$ cat src/rtl/resmon_pkg.sv
package resmon_pkg;
    localparam int ADDR_W = 4;

    localparam logic [ADDR_W-1:0] A_CTRL = 4'd0;
    localparam logic [ADDR_W-1:0] A_MODE = 4'd1;
    localparam logic [ADDR_W-1:0] A_DATA = 4'd2;
    localparam logic [ADDR_W-1:0] A_STAT = 4'd3;
    localparam logic [ADDR_W-1:0] A_RLIM = 4'd4;
    localparam logic [ADDR_W-1:0] A_THR  = 4'd5;
    localparam logic [ADDR_W-1:0] A_XLIM = 4'd6;
    localparam logic [ADDR_W-1:0] A_ATHR = 4'd7;
    localparam logic [ADDR_W-1:0] A_ACC  = 4'd8;

    typedef enum logic [0:0] {
        HOLD_EMPTY = 1'b0,
        HOLD_FULL  = 1'b1
    } hold_state_e;

    typedef struct packed {
        logic updown;
        logic cnt_mode;
        logic twos;
        logic en;
    } ctrl_t;
endpackage

$ cat src/rtl/resmon_regs.sv
module resmon_regs
    import resmon_pkg::*;
#(
    parameter int THR_W  = 16,
    parameter int ACC_W  = 32,
    parameter int RCNT_W = 16,
    parameter int XCNT_W = 8,
    parameter int MODE_W = 4,
    parameter int BUS_W  = 32
) (
    input  logic              clk,
    input  logic              rst_n,
    input  logic              bus_wr,
    input  logic              bus_rd,
    input  logic [ADDR_W-1:0] bus_addr,
    input  logic [BUS_W-1:0]  bus_wdata,
    input  logic              cal_done,
    output ctrl_t             ctrl_q,
    output logic [MODE_W-1:0] mode_q,
    output logic [RCNT_W-1:0] rlim_q,
    output logic [THR_W-1:0]  thr_q,
    output logic [XCNT_W-1:0] xlim_q,
    output logic [ACC_W-1:0]  athr_q,
    output logic              cal_q,
    output logic              ctrl_wr,
    output logic              cfg_wr,
    output logic              data_rd,
    output logic              lvl_clr,
    output logic              acc_clr
);
    localparam int CTRL_W = $bits(ctrl_t);

    logic mode_wr;

    assign ctrl_wr = bus_wr && (bus_addr == A_CTRL);
    assign mode_wr = bus_wr && (bus_addr == A_MODE);
    assign cfg_wr  = ctrl_wr || mode_wr;
    assign data_rd = bus_rd && (bus_addr == A_DATA);
    assign lvl_clr = bus_wr && (bus_addr == A_STAT) && bus_wdata[1];
    assign acc_clr = bus_wr && (bus_addr == A_STAT) && bus_wdata[2];

    always_ff @(posedge clk) begin
        if (!rst_n) begin
            ctrl_q <= '0;
            mode_q <= '0;
            rlim_q <= '0;
            thr_q  <= '0;
            xlim_q <= '0;
            athr_q <= '0;
        end else if (bus_wr) begin
            case (bus_addr)
                A_CTRL:  ctrl_q <= ctrl_t'(bus_wdata[CTRL_W-1:0]);
                A_MODE:  mode_q <= bus_wdata[MODE_W-1:0];
                A_RLIM:  rlim_q <= bus_wdata[RCNT_W-1:0];
                A_THR:   thr_q  <= bus_wdata[THR_W-1:0];
                A_XLIM:  xlim_q <= bus_wdata[XCNT_W-1:0];
                A_ATHR:  athr_q <= bus_wdata[ACC_W-1:0];
                default: ;
            endcase
        end
    end

    always_ff @(posedge clk) begin
        if (!rst_n)        cal_q <= 1'b0;
        else if (mode_wr)  cal_q <= 1'b0;
        else if (cal_done) cal_q <= 1'b1;
    end

    p_cal_clear_r9: assert property (@(posedge clk) disable iff (!rst_n)
        (bus_wr && bus_addr == A_MODE) |=> !cal_q);
    p_cal_set_r9: assert property (@(posedge clk) disable iff (!rst_n)
        (cal_done && !(bus_wr && bus_addr == A_MODE)) |=> cal_q);
endmodule

$ cat src/rtl/resmon_hold.sv
module resmon_hold
    import resmon_pkg::*;
#(
    parameter int DATA_W = 24,
    parameter int RCNT_W = 16
) (
    input  logic              clk,
    input  logic              rst_n,
    input  logic              take,
    input  logic [DATA_W-1:0] res,
    input  logic              cnt_mode,
    input  logic [RCNT_W-1:0] rlim,
    input  logic              cnt_clr,
    input  logic              data_rd,
    output logic              ready,
    output logic [DATA_W-1:0] data_q
);
    hold_state_e       state_q, state_d;
    logic [RCNT_W-1:0] cnt_q;
    logic [RCNT_W:0]   cnt_inc;
    logic              hit;
    logic              capture;

    assign cnt_inc = {1'b0, cnt_q} + (RCNT_W+1)'(1);
    assign hit     = !cnt_mode || (cnt_inc == {1'b0, rlim});

    always_ff @(posedge clk) begin
        if (!rst_n)                cnt_q <= '0;
        else if (cnt_clr)          cnt_q <= '0;
        else if (take && cnt_mode) cnt_q <= hit ? '0 : cnt_inc[RCNT_W-1:0];
    end

    always_ff @(posedge clk) begin
        if (!rst_n) state_q <= HOLD_EMPTY;
        else        state_q <= state_d;
    end

    always_comb begin
        state_d = state_q;
        capture = 1'b0;
        unique case (state_q)
            HOLD_EMPTY: if (take && hit) begin
                state_d = HOLD_FULL;
                capture = 1'b1;
            end
            HOLD_FULL: if (data_rd) state_d = HOLD_EMPTY;
        endcase
    end

    always_ff @(posedge clk) begin
        if (!rst_n)       data_q <= '0;
        else if (capture) data_q <= res;
    end

    always_comb ready = (state_q == HOLD_FULL);

    p_hold_data_r1: assert property (@(posedge clk) disable iff (!rst_n)
        (ready && !data_rd) |=> ($stable(data_q) && ready));
    p_read_clears_r2: assert property (@(posedge clk) disable iff (!rst_n)
        (ready && data_rd) |=> !ready);
    p_no_early_r3: assert property (@(posedge clk) disable iff (!rst_n)
        (!ready && !(take && hit)) |=> !ready);
    p_cnt_clr_r4: assert property (@(posedge clk) disable iff (!rst_n)
        cnt_clr |=> (cnt_q == '0));
endmodule

$ cat src/rtl/resmon_level.sv
module resmon_level #(
    parameter int DATA_W = 24,
    parameter int THR_W  = 16,
    parameter int XCNT_W = 8
) (
    input  logic              clk,
    input  logic              rst_n,
    input  logic              take,
    input  logic [DATA_W-1:0] res,
    input  logic              twos,
    input  logic              updown,
    input  logic [THR_W-1:0]  thr,
    input  logic [XCNT_W-1:0] xlim,
    input  logic              cnt_clr,
    input  logic              flag_clr,
    output logic              flag_q
);
    localparam logic [XCNT_W-1:0] XMAX = '1;

    logic [DATA_W-1:0] mag;
    logic [THR_W-1:0]  thr_eff;
    logic              over;
    logic [XCNT_W-1:0] xcnt_q, xnext;

    assign mag     = (twos && res[DATA_W-1]) ? (~res + DATA_W'(1)) : res;
    assign thr_eff = twos ? {1'b0, thr[THR_W-2:0]} : thr;
    assign over    = mag >= {{(DATA_W-THR_W){1'b0}}, thr_eff};

    always_comb begin
        if (over)        xnext = (xcnt_q != XMAX) ? xcnt_q + XCNT_W'(1) : XMAX;
        else if (updown) xnext = (xcnt_q != '0) ? xcnt_q - XCNT_W'(1) : '0;
        else             xnext = '0;
    end

    always_ff @(posedge clk) begin
        if (!rst_n)       xcnt_q <= '0;
        else if (cnt_clr) xcnt_q <= '0;
        else if (take)    xcnt_q <= xnext;
    end

    always_ff @(posedge clk) begin
        if (!rst_n)                     flag_q <= 1'b0;
        else if (take && xnext >= xlim) flag_q <= 1'b1;
        else if (flag_clr)              flag_q <= 1'b0;
    end

    p_count_up_r6: assert property (@(posedge clk) disable iff (!rst_n)
        (take && over && xcnt_q != XMAX) |=> (xcnt_q == $past(xcnt_q) + XCNT_W'(1)));
    p_floor_r6: assert property (@(posedge clk) disable iff (!rst_n)
        (take && !over && xcnt_q == '0) |=> (xcnt_q == '0));
    p_flag_sticky_r7: assert property (@(posedge clk) disable iff (!rst_n)
        (flag_q && !flag_clr) |=> flag_q);
    p_twos_narrow_r5: assert property (@(posedge clk) disable iff (!rst_n)
        (twos && !res[DATA_W-1] && res < DATA_W'(thr[THR_W-2:0])) |-> !over);
endmodule

$ cat src/rtl/resmon_accum.sv
module resmon_accum #(
    parameter int DATA_W = 24,
    parameter int ACC_W  = 32
) (
    input  logic              clk,
    input  logic              rst_n,
    input  logic              take,
    input  logic [DATA_W-1:0] res,
    input  logic              twos,
    input  logic [ACC_W-1:0]  athr,
    input  logic              clr,
    input  logic              flag_clr,
    output logic [ACC_W-1:0]  acc_q,
    output logic              flag_q
);
    logic [ACC_W-1:0] ext, acc_n, amag;

    assign ext   = twos ? {{(ACC_W-DATA_W){res[DATA_W-1]}}, res}
                        : {{(ACC_W-DATA_W){1'b0}}, res};
    assign acc_n = acc_q + ext;
    assign amag  = (twos && acc_n[ACC_W-1]) ? (~acc_n + ACC_W'(1)) : acc_n;

    always_ff @(posedge clk) begin
        if (!rst_n)    acc_q <= '0;
        else if (clr)  acc_q <= '0;
        else if (take) acc_q <= acc_n;
    end

    always_ff @(posedge clk) begin
        if (!rst_n)                   flag_q <= 1'b0;
        else if (take && amag >= athr) flag_q <= 1'b1;
        else if (flag_clr)            flag_q <= 1'b0;
    end

    p_acc_idle_r8: assert property (@(posedge clk) disable iff (!rst_n)
        (!take && !clr) |=> $stable(acc_q));
    p_acc_clear_r8: assert property (@(posedge clk) disable iff (!rst_n)
        clr |=> (acc_q == '0));
    p_aflag_sticky_r8: assert property (@(posedge clk) disable iff (!rst_n)
        (flag_q && !flag_clr) |=> flag_q);
endmodule

$ cat src/rtl/result_monitor.sv
module result_monitor
    import resmon_pkg::*;
#(
    parameter int DATA_W = 24,
    parameter int THR_W  = 16,
    parameter int ACC_W  = 32,
    parameter int RCNT_W = 16,
    parameter int XCNT_W = 8,
    parameter int MODE_W = 4,
    parameter int BUS_W  = 32
) (
    input  logic              clk,
    input  logic              rst_n,
    input  logic              res_valid,
    input  logic [DATA_W-1:0] res_data,
    input  logic              cal_done,
    input  logic              bus_wr,
    input  logic              bus_rd,
    input  logic [ADDR_W-1:0] bus_addr,
    input  logic [BUS_W-1:0]  bus_wdata,
    output logic [BUS_W-1:0]  bus_rdata,
    output logic              irq_ready,
    output logic              irq_level,
    output logic              irq_accum
);
    ctrl_t             ctrl_q;
    logic [MODE_W-1:0] mode_q;
    logic [RCNT_W-1:0] rlim_q;
    logic [THR_W-1:0]  thr_q;
    logic [XCNT_W-1:0] xlim_q;
    logic [ACC_W-1:0]  athr_q, acc_q;
    logic [DATA_W-1:0] data_q;
    logic cal_q, ctrl_wr, cfg_wr, data_rd, lvl_clr, acc_clr, take;

    assign take = res_valid && ctrl_q.en && !cfg_wr;

    resmon_regs #(.THR_W(THR_W), .ACC_W(ACC_W), .RCNT_W(RCNT_W), .XCNT_W(XCNT_W),
                  .MODE_W(MODE_W), .BUS_W(BUS_W)) u_regs (
        .clk(clk), .rst_n(rst_n), .bus_wr(bus_wr), .bus_rd(bus_rd),
        .bus_addr(bus_addr), .bus_wdata(bus_wdata), .cal_done(cal_done),
        .ctrl_q(ctrl_q), .mode_q(mode_q), .rlim_q(rlim_q), .thr_q(thr_q),
        .xlim_q(xlim_q), .athr_q(athr_q), .cal_q(cal_q), .ctrl_wr(ctrl_wr),
        .cfg_wr(cfg_wr), .data_rd(data_rd), .lvl_clr(lvl_clr), .acc_clr(acc_clr));

    resmon_hold #(.DATA_W(DATA_W), .RCNT_W(RCNT_W)) u_hold (
        .clk(clk), .rst_n(rst_n), .take(take), .res(res_data),
        .cnt_mode(ctrl_q.cnt_mode), .rlim(rlim_q), .cnt_clr(cfg_wr),
        .data_rd(data_rd), .ready(irq_ready), .data_q(data_q));

    resmon_level #(.DATA_W(DATA_W), .THR_W(THR_W), .XCNT_W(XCNT_W)) u_level (
        .clk(clk), .rst_n(rst_n), .take(take), .res(res_data), .twos(ctrl_q.twos),
        .updown(ctrl_q.updown), .thr(thr_q), .xlim(xlim_q), .cnt_clr(ctrl_wr),
        .flag_clr(lvl_clr), .flag_q(irq_level));

    resmon_accum #(.DATA_W(DATA_W), .ACC_W(ACC_W)) u_accum (
        .clk(clk), .rst_n(rst_n), .take(take), .res(res_data), .twos(ctrl_q.twos),
        .athr(athr_q), .clr(ctrl_wr), .flag_clr(acc_clr), .acc_q(acc_q),
        .flag_q(irq_accum));

    always_comb begin
        case (bus_addr)
            A_CTRL:  bus_rdata = BUS_W'(ctrl_q);
            A_MODE:  bus_rdata = BUS_W'(mode_q);
            A_DATA:  bus_rdata = BUS_W'(data_q);
            A_STAT:  bus_rdata = BUS_W'({cal_q, irq_accum, irq_level, irq_ready});
            A_RLIM:  bus_rdata = BUS_W'(rlim_q);
            A_THR:   bus_rdata = BUS_W'(thr_q);
            A_XLIM:  bus_rdata = BUS_W'(xlim_q);
            A_ATHR:  bus_rdata = BUS_W'(athr_q);
            A_ACC:   bus_rdata = BUS_W'(acc_q);
            default: bus_rdata = '0;
        endcase
    end

    p_ignore_off_r10: assert property (@(posedge clk) disable iff (!rst_n)
        (res_valid && !ctrl_q.en && !bus_wr && !bus_rd)
        |=> ($stable(acc_q) && $stable(irq_ready) && $stable(irq_level) && $stable(irq_accum)));
    p_cfg_discard_r4: assert property (@(posedge clk) disable iff (!rst_n)
        (res_valid && bus_wr && bus_addr == A_CTRL) |=> (acc_q == '0));
endmodule

$ cat config.mk
export PLATFORM = sky130hd
export DESIGN_NAME = result_monitor
export DESIGN_NICKNAME = d
export VERILOG_FILES = /design/src/rtl/resmon_pkg.sv /design/src/rtl/resmon_regs.sv /design/src/rtl/resmon_hold.sv /design/src/rtl/resmon_level.sv /design/src/rtl/resmon_accum.sv /design/src/rtl/result_monitor.sv
export SDC_FILE = /design/constraint.sdc
export NUM_CORES = 1
export LEC_CHECK = 0
export BUFFER_PORTS_ARGS = -buffer_cell sky130_fd_sc_hd__buf_2
export CAP_MARGIN = 0
export CORE_MARGIN = 5
export CORE_UTILIZATION = 50
export CTS_CLUSTER_DIAMETER = 100
export DETAILED_ROUTE_END_ITERATION = 16
export PLACE_DENSITY = 0.8
export SYNTH_ARGS = -nofsm -noshare
export SYNTH_HDL_FRONTEND = slang
export SYNTH_SLANG_ARGS = --single-unit
$ cat constraint.sdc
create_clock -name clk -period 4.9 [get_ports clk]
set_clock_uncertainty 0.2 [all_clocks]
set_input_delay 0.735 -clock clk [delete_from_list [all_inputs] [get_ports clk]]
set_output_delay 0.735 -clock clk [all_outputs]
set_load 0.005 [all_outputs]
Word-level counts from Yosys, hierarchy flattened. Index checks and enable logic that the tools add are counted.

Bits in latches: 0. Bits of input ports: 66. Flip-flop bits (word level): 164. Bits in read-only memories: 0. RAM bits: 0. Memories: 0. Logic and storage cells: 89.

Reductions and logical operators: 31. Add/sub/neg operators: 6. $mul: 0. Shifts and indexed selects: 0. Magnitude comparators: 3. Divide/modulo/power cells: 0. Bitwise logic cells: 4. Multiplexer cells: 18. Eq/ne operators: 10.

Operators by type and width (count): 32-bit one-hot mux with 9 select lines (1); 32-bit 2-to-1 mux (2); 32-bit by 1-bit adder with 32-bit output, second input constant (1); 32-bit adder (1); 32-bit >= comparator (1); 16-bit 2-to-1 mux (2); 8-bit 2-to-1 mux (4); 32-bit inverter (1); 24-bit by 1-bit adder with 24-bit output, second input constant (1); 24-bit by 16-bit >= comparator with 1-bit output (1); 24-bit 2-to-1 mux (1); 24-bit inverter (1); 16-bit by 1-bit adder with 17-bit output, second input constant (1); 17-bit by 16-bit == test with 1-bit output (1); 4-bit by 3-bit == test with 1-bit output, second input constant (4); 1-bit logical AND (14); 2-bit AND reduction (6); 8-bit by 1-bit adder with 8-bit output, second input constant (1); 4-bit by 2-bit == test with 1-bit output, second input constant (2); 8-bit >= comparator (1); 8-bit != test, second input constant (1); 8-bit nonzero test (1); 8-bit by 1-bit subtractor with 8-bit output, second input constant (1); 1-bit 2-to-1 mux (7); other kinds (9) (15).

Logic depth before layout (Yosys ltp). Gate-level depths: netlist of the first run.

Depth in word-level cells: 8. Gate-level depth with buffers: 26. Depth with buffers taken out: 26.

Cells and area by module. A second synthesis of the first run with hierarchy kept.

Cell total of the unflattened synthesis: 1734. Area total of the unflattened synthesis: 13919.6 sq um.

By module, submodules not included: resmon_accum (area each 4570.6 sq um, cells an instance 597, sequential area each 660.6 sq um, instances 1); resmon_regs (area each 3059.2 sq um, cells an instance 313, sequential area each 1621.6 sq um, instances 1); resmon_hold (area each 3035.4 sq um, cells an instance 379, sequential area each 820.8 sq um, instances 1); resmon_level (area each 2069.5 sq um, cells an instance 276, sequential area each 180.2 sq um, instances 1); result_monitor (area each 1184.9 sq um, cells an instance 169, sequential area each 0.0 sq um, instances 1).

Least setup slack after synthesis of the first run. Ideal clock, no wire load.

Path kind: input to register. From: input res_data[23]. To: register u_accum.flag_q. Slack: -0.419 ns. Arrival: 5.000 ns. Data required time: 4.581 ns. Library setup time: 0.119 ns. Path buffers: 2. Stages: 25. Path through: nand2_1 -> clkinv_1 -> clkbuf_1 -> ha_1 -> a21oi_1 -> o21ai_0 -> a21oi_1 -> o21ai_0 -> a2111oi_0 -> nor3_1 -> xnor2_1 -> and2_1 -> buf_2 -> nand2_1 -> o21ai_0 -> ha_1 -> a21o_1 -> a21o_1 -> a21o_1 -> a21o_1 -> a211oi_1 -> o21ai_0 -> a21oi_1 -> nor3_1 -> o221a_2.

Cells in the longest elaborated chain, start to end: 8. Elaborated cells on any way between the ends: 10. Those cells by class: add/sub (2); order compare (1); mux (3); bitwise (1); reduce/logical (3).

Ends and longest elaborated chain: from (decl) (RTL line result_monitor.sv:15) `input logic [DATA_W-1:0] res_data,`; 32-bit 2-to-1 mux (*) (RTL line resmon_accum.sv:18) `assign ext = twos ? {{(ACC_W-DATA_W){res[DATA_W-1]}}, res}`; 32-bit adder (*) (RTL line resmon_accum.sv:20) `assign acc_n = acc_q + ext;`; 32-bit inverter (RTL line resmon_accum.sv:21) `assign amag = (twos && acc_n[ACC_W-1]) ? (~acc_n + ACC_W'(1)) : acc_n;`; 32-bit by 1-bit adder with 32-bit output (RTL line resmon_accum.sv:21); 32-bit 2-to-1 mux (*) (RTL line resmon_accum.sv:21); 32-bit >= comparator (*) (RTL line resmon_accum.sv:31) `else if (take && amag >= athr) flag_q <= 1'b1;`; 1-bit logical AND (*) (RTL line resmon_accum.sv:31); 1-bit 2-to-1 mux / 2-bit nonzero test (equally long branches); to (signal assigned) (RTL line resmon_accum.sv:30) `if (!rst_n) flag_q <= 1'b0;`; to (signal assigned) (RTL line resmon_accum.sv:31); to (signal assigned) (RTL line resmon_accum.sv:32) `else if (flag_clr) flag_q <= 1'b0;`; to (decl) (RTL line resmon_accum.sv:14) `output logic flag_q`.

Mark *: on every way between the ends. The rest lies on a longest branch, timed or not. A chain may end at the register's enable or synchronous reset.

Final worst setup path of the first run.
From: input res_data[0]. To: register u_accum.flag_q.

Same word-level chain as after synthesis.

==> results.md, run 1 <==
* Clock power share at roughly 43%
* Post-Syn Nets at 1,841
* Bufs and invs on worst path at 3
* Area delta synth->final at 26.6%
* Logic pwr share at between 10% and 20%
* Initial antenna violation count at 0
* Final WS setup at around 0.024 ns
* Critical path fanouts, max at 6
* First-pass GRT wire length at between 70 and 80 mm
* Largest stage delay on the critical path at slightly below 0.5 ns
* CP delay by family, top: compound AO/OA/AOI/OAI gates
* Setup crit start: res_data[0]
* Reg clk slew, reported paths at ~0.070 ns
* Synth Warn # at 0
* Post-detailed-route count of antenna-violating nets at 0
* DRC at 0
* Layout fillers at 2,050
* Async SR Flop Fraction at 0%
* Area occupied by multi-input gates at roughly 0.009 mm^2
* Post-DP Area at ~0.015 mm^2
* Sw Pwr at between 0.0009 and 0.001 W
* Max-slew violations at 0
* Iteration-0 DRC Markers at 1,754
* Boundary Pins at 101
* Die Y at roughly 170 um
* Hold_sp: u_hold.data_q[4]
* Clock Latency Late Sink at roughly 0.45 ns
* Overall Global Routing Usage at between 30% and 40%
* Pwr per Cell Area at between 200 and 250 mW/mm^2
* Sequential power share at between 40% and 50%
* Crit Reg-Reg Startpoint: u_accum.acc_q[15]
* CP max-delay cell: or3_4
* Leak pwr at around 6.4 nW
* # diodes at 0
* Dpl ws at -0.659 ns
* Crit end category: flop
* Number of enable flip-flop cells after synthesis at 0
* Final-report setup violation count at 0
* Dpl cells at roughly 2,200
* Site row count at 57
* Unrepaired setup endpoints after global routing: yes
* Cells after synthesis at around 1,700
* Design Area, Final at 0.0157 mm^2
* Synthesized area at roughly 0.012 mm^2
* Fin crit period at approximately 4.9 ns
* Fin util at between 60% and 70%
* Die W at ~170 um
* CP Class: input port to flop
* Hold-fix buffers, CTS at 0
* Die area at 0.0281 mm^2
* Worst EP arrival at around 5 ns
* Most frequent CP cell: a21o_1
* F_max at slightly above 200 MHz
* Internal power at approximately 0.0022 W
* Data required time of the worst path at 5.03 ns
* TritonCTS Buffers at 17
* IO buf count at 100
* Type of origin of the critical path: input port
* Register Area at 0.00328 mm^2
* Initial core utilization at between 50% and 60%
* Distinct cells, synth at 82
* Vias/cell at around 6.2
* Grt total ovfl at 0
* Final worst path period share at 99.5%
* Final nets at around 2,100
* CTS root buffer: clkbuf_16
* Drt pass-1 iters at 7
* Status: complete, no violations
* Path type of the worst min-delay path: flop to flop
* H-Tree Depth at 4
* Non-filler cells, final at 2,262
* Sequential element share of the synthesized area at between 20% and 30%
* Max-slew headroom at approximately 38%
* CTS tree: done
* Post-Syn Area per Cell at between 7 and 8 um^2
* Commonest register cell after synthesis: dfxtp_1
* Worst vdd ir at approximately 0.24 mV
* Avg WL per Cell at between 15 and 20 um
* Clk sinks at around 160
* Flops & latches, synth at between 150 and 200
* Core area at between 0.02 and 0.025 mm^2
* Via count at 13,982
* Maxcap violations at 0
* Final wirelength at about 44 mm
* Hpwl dp at approximately 34 mm
* Hold Fails Final Rpt at 0
* Layout cells sized above 1 at a little under a quarter
* Pin count of the biggest net entering global routing at 79
* Slew @ Worst Pin at ~0.93 ns
* RD Place Congestion at ~1.0
* Maximum clock path buffer count at 2
* Vias in the first global route at approximately 13,000
* Critical path cell sequence: clkbuf_4, buf_6, ha_4, fa_2, a21o_1, a221oi_4, buf_4, xnor2_2, or3_4, nand4b_1, or3_4, o21ai_4, xor2_1, ha_1, a21o_1, a21o_1, a21oi_2, o21ai_1, a21oi_2, nor3_2, o221a_2
* Sw frac at about 30%
synth_stat cells (all sizes together) (33+ instances only):
| library cell | number | area [um^2] |
|---|---|---|
| nor3 | 33 | 170 |
| xnor2 | 62 | 543 |
| a21oi | 122 | 618 |
| nor2 | 113 | 424 |
| dfxtp | 164 | 3280 |
| nand2 | 294 | 1100 |
| o21ai | 96 | 480 |
| a21boi | 78 | 586 |
| a22oi | 39 | 293 |
| clkbuf | 74 | 278 |
| nand3 | 72 | 360 |
| inv | 74 | 278 |
| ha | 93 | 1160 |
worst reg2reg max path, delay by kind of cell, from the launching register on:
kind | cells | cell delay, ns
adder cells (fa/ha/maj) | 2 | 0.52
flip-flops | 1 | 0.45
buffers and inverters | 1 | 0.17
AO/OA/AOI/OAI | 10 | 1.98
AND/OR/NAND/NOR | 5 | 0.96
XOR/XNOR | 2 | 0.35
cells by family (layout without fill, tap and decap cells):
group | after synthesis | count (layout) | synth area share (%)
AND/OR/NAND/NOR | 669 | 669 | 25.5
XOR/XNOR | 92 | 92 | 6.48
flip-flops | 164 | 164 | 26.4
multiplexers | 20 | 20 | 1.67
AO/OA/AOI/OAI | 473 | 473 | 25.2
buffers and inverters | 169 | 426 | 5.25
adder cells (fa/ha/maj) | 94 | 94 | 9.52
metrics by stage:
step / setup TNS, ns / power, W / hold slack [ns]
after floorplan: -0.00160 / 0.00161 / 0.243
after global placement: -1.09 / 0.00180 / 0.255
after detailed placement: -1.21 / 0.00181 / 0.265
after CTS: 0 / 0.00316 / 0.275
after global routing: -0.470 / 0.00329 / 0.302
final: 0 / 0.00319 / 0.275
cell usage in the layout, fill, tap and decap left out, types with 11 or more instances in the layout:
master	instances
a22oi_1	39
a21oi_1	110
a31oi_1	17
a21o_1	23
nand3_1	72
nor2_1	107
nor2b_1	15
and3_1	18
clkbuf_16	17
o21ai_1	11
mux2i_1	14
nand2b_1	15
nor3_1	23
buf_2	98
buf_4	215
xor2_1	30
nand2_1	292
a222oi_1	11
xnor2_1	60
o211ai_1	12
inv_1	74
dfxtp_1	164
o21ai_0	76
nand4_1	15
ha_1	87
a21oi_2	11
or3_1	15
a21boi_0	77
state kept, by name (all words and copies together), names as in the netlist:
| name | flops |
|---|---|
| u_accum.acc_q | 32 |
| u_accum.flag_q | 1 |
| u_hold.cnt_q | 16 |
| u_hold.data_q | 24 |
| u_hold.ready | 1 |
| u_level.flag_q | 1 |
| u_level.xcnt_q | 8 |
| u_regs.athr_q | 32 |
| u_regs.cal_q | 1 |
| u_regs.ctrl_q | 4 |
| u_regs.mode_q | 4 |
| u_regs.rlim_q | 16 |
| u_regs.thr_q | 16 |
| u_regs.xlim_q | 8 |
area by class of cell:
| class | instances | share of cell area (%) |
|---|---|---|
| Clock buffer | 18 | 2.79 |
| Clock inverter | 14 | 1.03 |
| Inverter | 75 | 1.80 |
| Multi-Input combinational cell | 1348 | 57.1 |
| Sequential cell | 164 | 20.9 |
| Tap cell | 324 | 2.58 |
| Timing Repair Buffer | 319 | 13.9 |
worst paths after layout:
path                 endpoint  slack (ns)  cells past startpoint
max            u_accum.flag_q        0.02                     21
min          u_hold.data_q[4]        0.28                      2
max reg2reg    u_accum.flag_q        0.16                     20
min reg2reg  u_hold.data_q[4]        0.28                      2
power by group through the flow:
stage | registers [W] | clock network [W] | logic, W
after CTS | 0.00135 | 0.00137 | 0.000438
after detailed placement | 0.00139 | 0 | 0.000425
after global routing | 0.00136 | 0.00143 | 0.000506
final | 0.00135 | 0.00137 | 0.000467
after global placement | 0.00138 | 0 | 0.000417
after floorplan | 0.00138 | 0 | 0.000234
routing by layer:
metal / GRT usage (%) / part of all wire (%) / vias up
met5: 0 / 0 / -
met4: 10.7 / 3.5 / 0
met3: 5.78 / 9.2 / 124
met2: 49.4 / 46 / 714
met1: 40.6 / 42 / 6649
li1: - / - / 6495
timing repair:
| item | CTS | global route |
|---|---|---|
| resized for setup | 34 | 57 |
| pin swaps | 18 | 39 |
| endpoints found under the setup margin | 2 | 2 |
| setup buffers | 7 | 7 |
No activity file was read; power rests on OpenSTA's default activity.
==> run 2, diff against run 1 <==
--- a/config.mk
+++ b/config.mk
@@ -8,10 +8,11 @@
 export BUFFER_PORTS_ARGS = -buffer_cell sky130_fd_sc_hd__buf_2
 export CAP_MARGIN = 0
 export CORE_MARGIN = 5
-export CORE_UTILIZATION = 50
+export CORE_UTILIZATION = 35
 export CTS_CLUSTER_DIAMETER = 100
 export DETAILED_ROUTE_END_ITERATION = 16
-export PLACE_DENSITY = 0.8
+export HOLD_SLACK_MARGIN = 0.15
+export PLACE_DENSITY = 0.62
 export SYNTH_ARGS = -nofsm -noshare
 export SYNTH_HDL_FRONTEND = slang
 export SYNTH_SLANG_ARGS = --single-unit
==> results.md, run 2 (synthesized netlist as in run 1, its figures left out) <==
* Status: complete, no violations
* Hpwl dp at around 35 mm
* Pin count of the biggest net entering global routing at 83
* Unrepaired setup endpoints after global routing: yes
* Path type of the worst min-delay path: flop to flop
* RD Place Congestion at 0.979
* DRC at 0
* Max-slew headroom at ~43%
* Maxcap violations at 0
* Core area at 0.0353 mm^2
* Crit end category: flop
* Clk sinks at 164
* Final wirelength at 44.4 mm
* Sw Pwr at 0.000896 W
* Worst vdd ir at 0.235 mV
* Largest registers: u_accum.acc_q (32), u_regs.athr_q (32), u_hold.data_q (24)
* Sw frac at around 28%
* Fin crit period at slightly below 5 ns
* Worst EP arrival at roughly 5 ns
* Final nets at approximately 2,100
* FF-to-FF path depth at 19
* Largest stage delay on the critical path at 0.48 ns
* Clock power share at between 40% and 50%
* Max-slew violations at 0
* H-Tree Depth at 4
* Initial antenna violation count at 0
* Overall Global Routing Usage at between 20% and 30%
* Logic pwr share at roughly 14%
* Area delta synth->final at 26.0%
* # diodes at 0
* First-pass GRT wire length at 70.1 mm
* Avg WL per Cell at between 15 and 20 um
* Bufs and invs on worst path at 3
* Sequential power share at 42.2%
* Most frequent CP cell: a21o_1
* CP delay by family, top: compound AO/OA/AOI/OAI gates
* Slew @ Worst Pin at approximately 0.85 ns
* Pwr per Cell Area at around 210 mW/mm^2
* Site row count at 69
* Fin util at 44.4%
* TritonCTS Buffers at 17
* Initial core utilization at between 30% and 40%
* CTS tree: done
* Post-DP Area at about 0.015 mm^2
* Design Area, Final at approximately 0.016 mm^2
* Cells on Worst Hold Path at 2
* Maximum clock path buffer count at 2
* CP Class: input port to flop
* Dpl ws at -0.579 ns
* Critical path cell sequence: buf_2, buf_4, ha_2, fa_2, a21o_1, a221oi_4, buf_6, or3b_4, and3_4, o22ai_2, a2111oi_4, or3b_4, nor2_4, a31oi_1, xor2_1, ha_1, a21o_1, a21o_1, a21oi_1, o211ai_1, o221a_2
* Final worst path period share at 99.4%
* Final WS setup at around 0.029 ns
* IO buf count at 100
* Type of origin of the critical path: input port
* Hold Fails Final Rpt at 0
* Total Power at approximately 0.0032 W
* Final-report setup violation count at 0
* CTS root buffer: clkbuf_16
* Most frequent cells in the layout: nand2_1, buf_4, dfxtp_1
* Vias in the first global route at between 10,000 and 15,000
* Grt total ovfl at 0
* CP max-delay cell: or3b_4
* Layout cells sized above 1 at 21.6%
* Drt pass-1 iters at 7
* Leak pwr at about 6.3 nW
* Critical path fanouts, max at 5
* Via count at 13,398
* Vias/cell at approximately 5.6
* F_max at between 200 and 250 MHz
* Crit path depth at 21
* Boundary Pins at roughly 100
* Post-detailed-route count of antenna-violating nets at 0
* Die Y at between 150 and 200 um
* Reg clk slew, reported paths at 0.07 ns
* Iteration-0 DRC Markers at 1,207
* Internal power at around 0.0023 W
* Die area at between 0.03 and 0.04 mm^2
* Commonest non-fill, non-tap cell in the layout: nand2_1
* TNS Setup at 0 ns
* Data required time of the worst path at just over 5 ns
* Clock Latency Late Sink at roughly 0.45 ns
* Die W at approximately 200 um
run 2: worst reg2reg max path, delay by kind of cell, from the launching register on:
family	cells	cell delay, ns
AND/OR/NAND/NOR	5	1.23
AO/OA/AOI/OAI	9	1.74
flip-flops	1	0.42
XOR/XNOR	1	0.15
buffers and inverters	2	0.26
adder cells (fa/ha/maj)	2	0.62
run 2: per-layer routing:
layer / part of all wire, % / track usage [%]
met5: 0 / 0
met3: 6.6 / 3.49
met1: 44 / 29.7
met2: 46 / 36.0
met4: 3.4 / 8.81
run 2: layout make-up:
type | instances | area [um^2]
multi-input combinational | 1348 | 8720
clock inverter | 13 | 163
timing repair buffer | 324 | 2200
fill | 3510 | 19600
tap | 461 | 577
clock buffer | 19 | 443
inverter | 75 | 283
sequential | 164 | 3280
run 2: per-stage QoR:
| stage | cells | hold slack, ns |
|---|---|---|
| global route | 2404 | 0.295 |
| CTS | 2404 | 0.274 |
| global placement | 2369 | 0.255 |
| detailed placement | 2369 | 0.263 |
| floorplan | 1681 | 0.243 |
| finish | 2404 | 0.273 |
run 2: power by group through the flow:
stage	sequential (W)	clock [W]	combinational [W]
floorplan	0.00138	0	0.000234
global placement	0.00138	0	0.000429
detailed placement	0.00138	0	0.000436
CTS	0.00135	0.00143	0.000440
global route	0.00136	0.00148	0.000490
finish	0.00135	0.00141	0.000446
run 2: repair_timing:
item	4_1_cts	5_1_grt
setup buffers	3	0
pin swaps	5	6
gates resized for setup	17	14
hold buffers	0	0
endpoints found under the setup margin	2	2
run 2: path summary, 6_finish.rpt:
check / endpoint / slack, ns / start
max: u_accum.flag_q / 0.03 / res_data[0]
min: u_hold.data_q[23] / 0.27 / u_hold.data_q[23]
min reg2reg: u_hold.data_q[23] / 0.27 / u_hold.data_q[23]
max reg2reg: u_accum.flag_q / 0.16 / u_accum.acc_q[13]
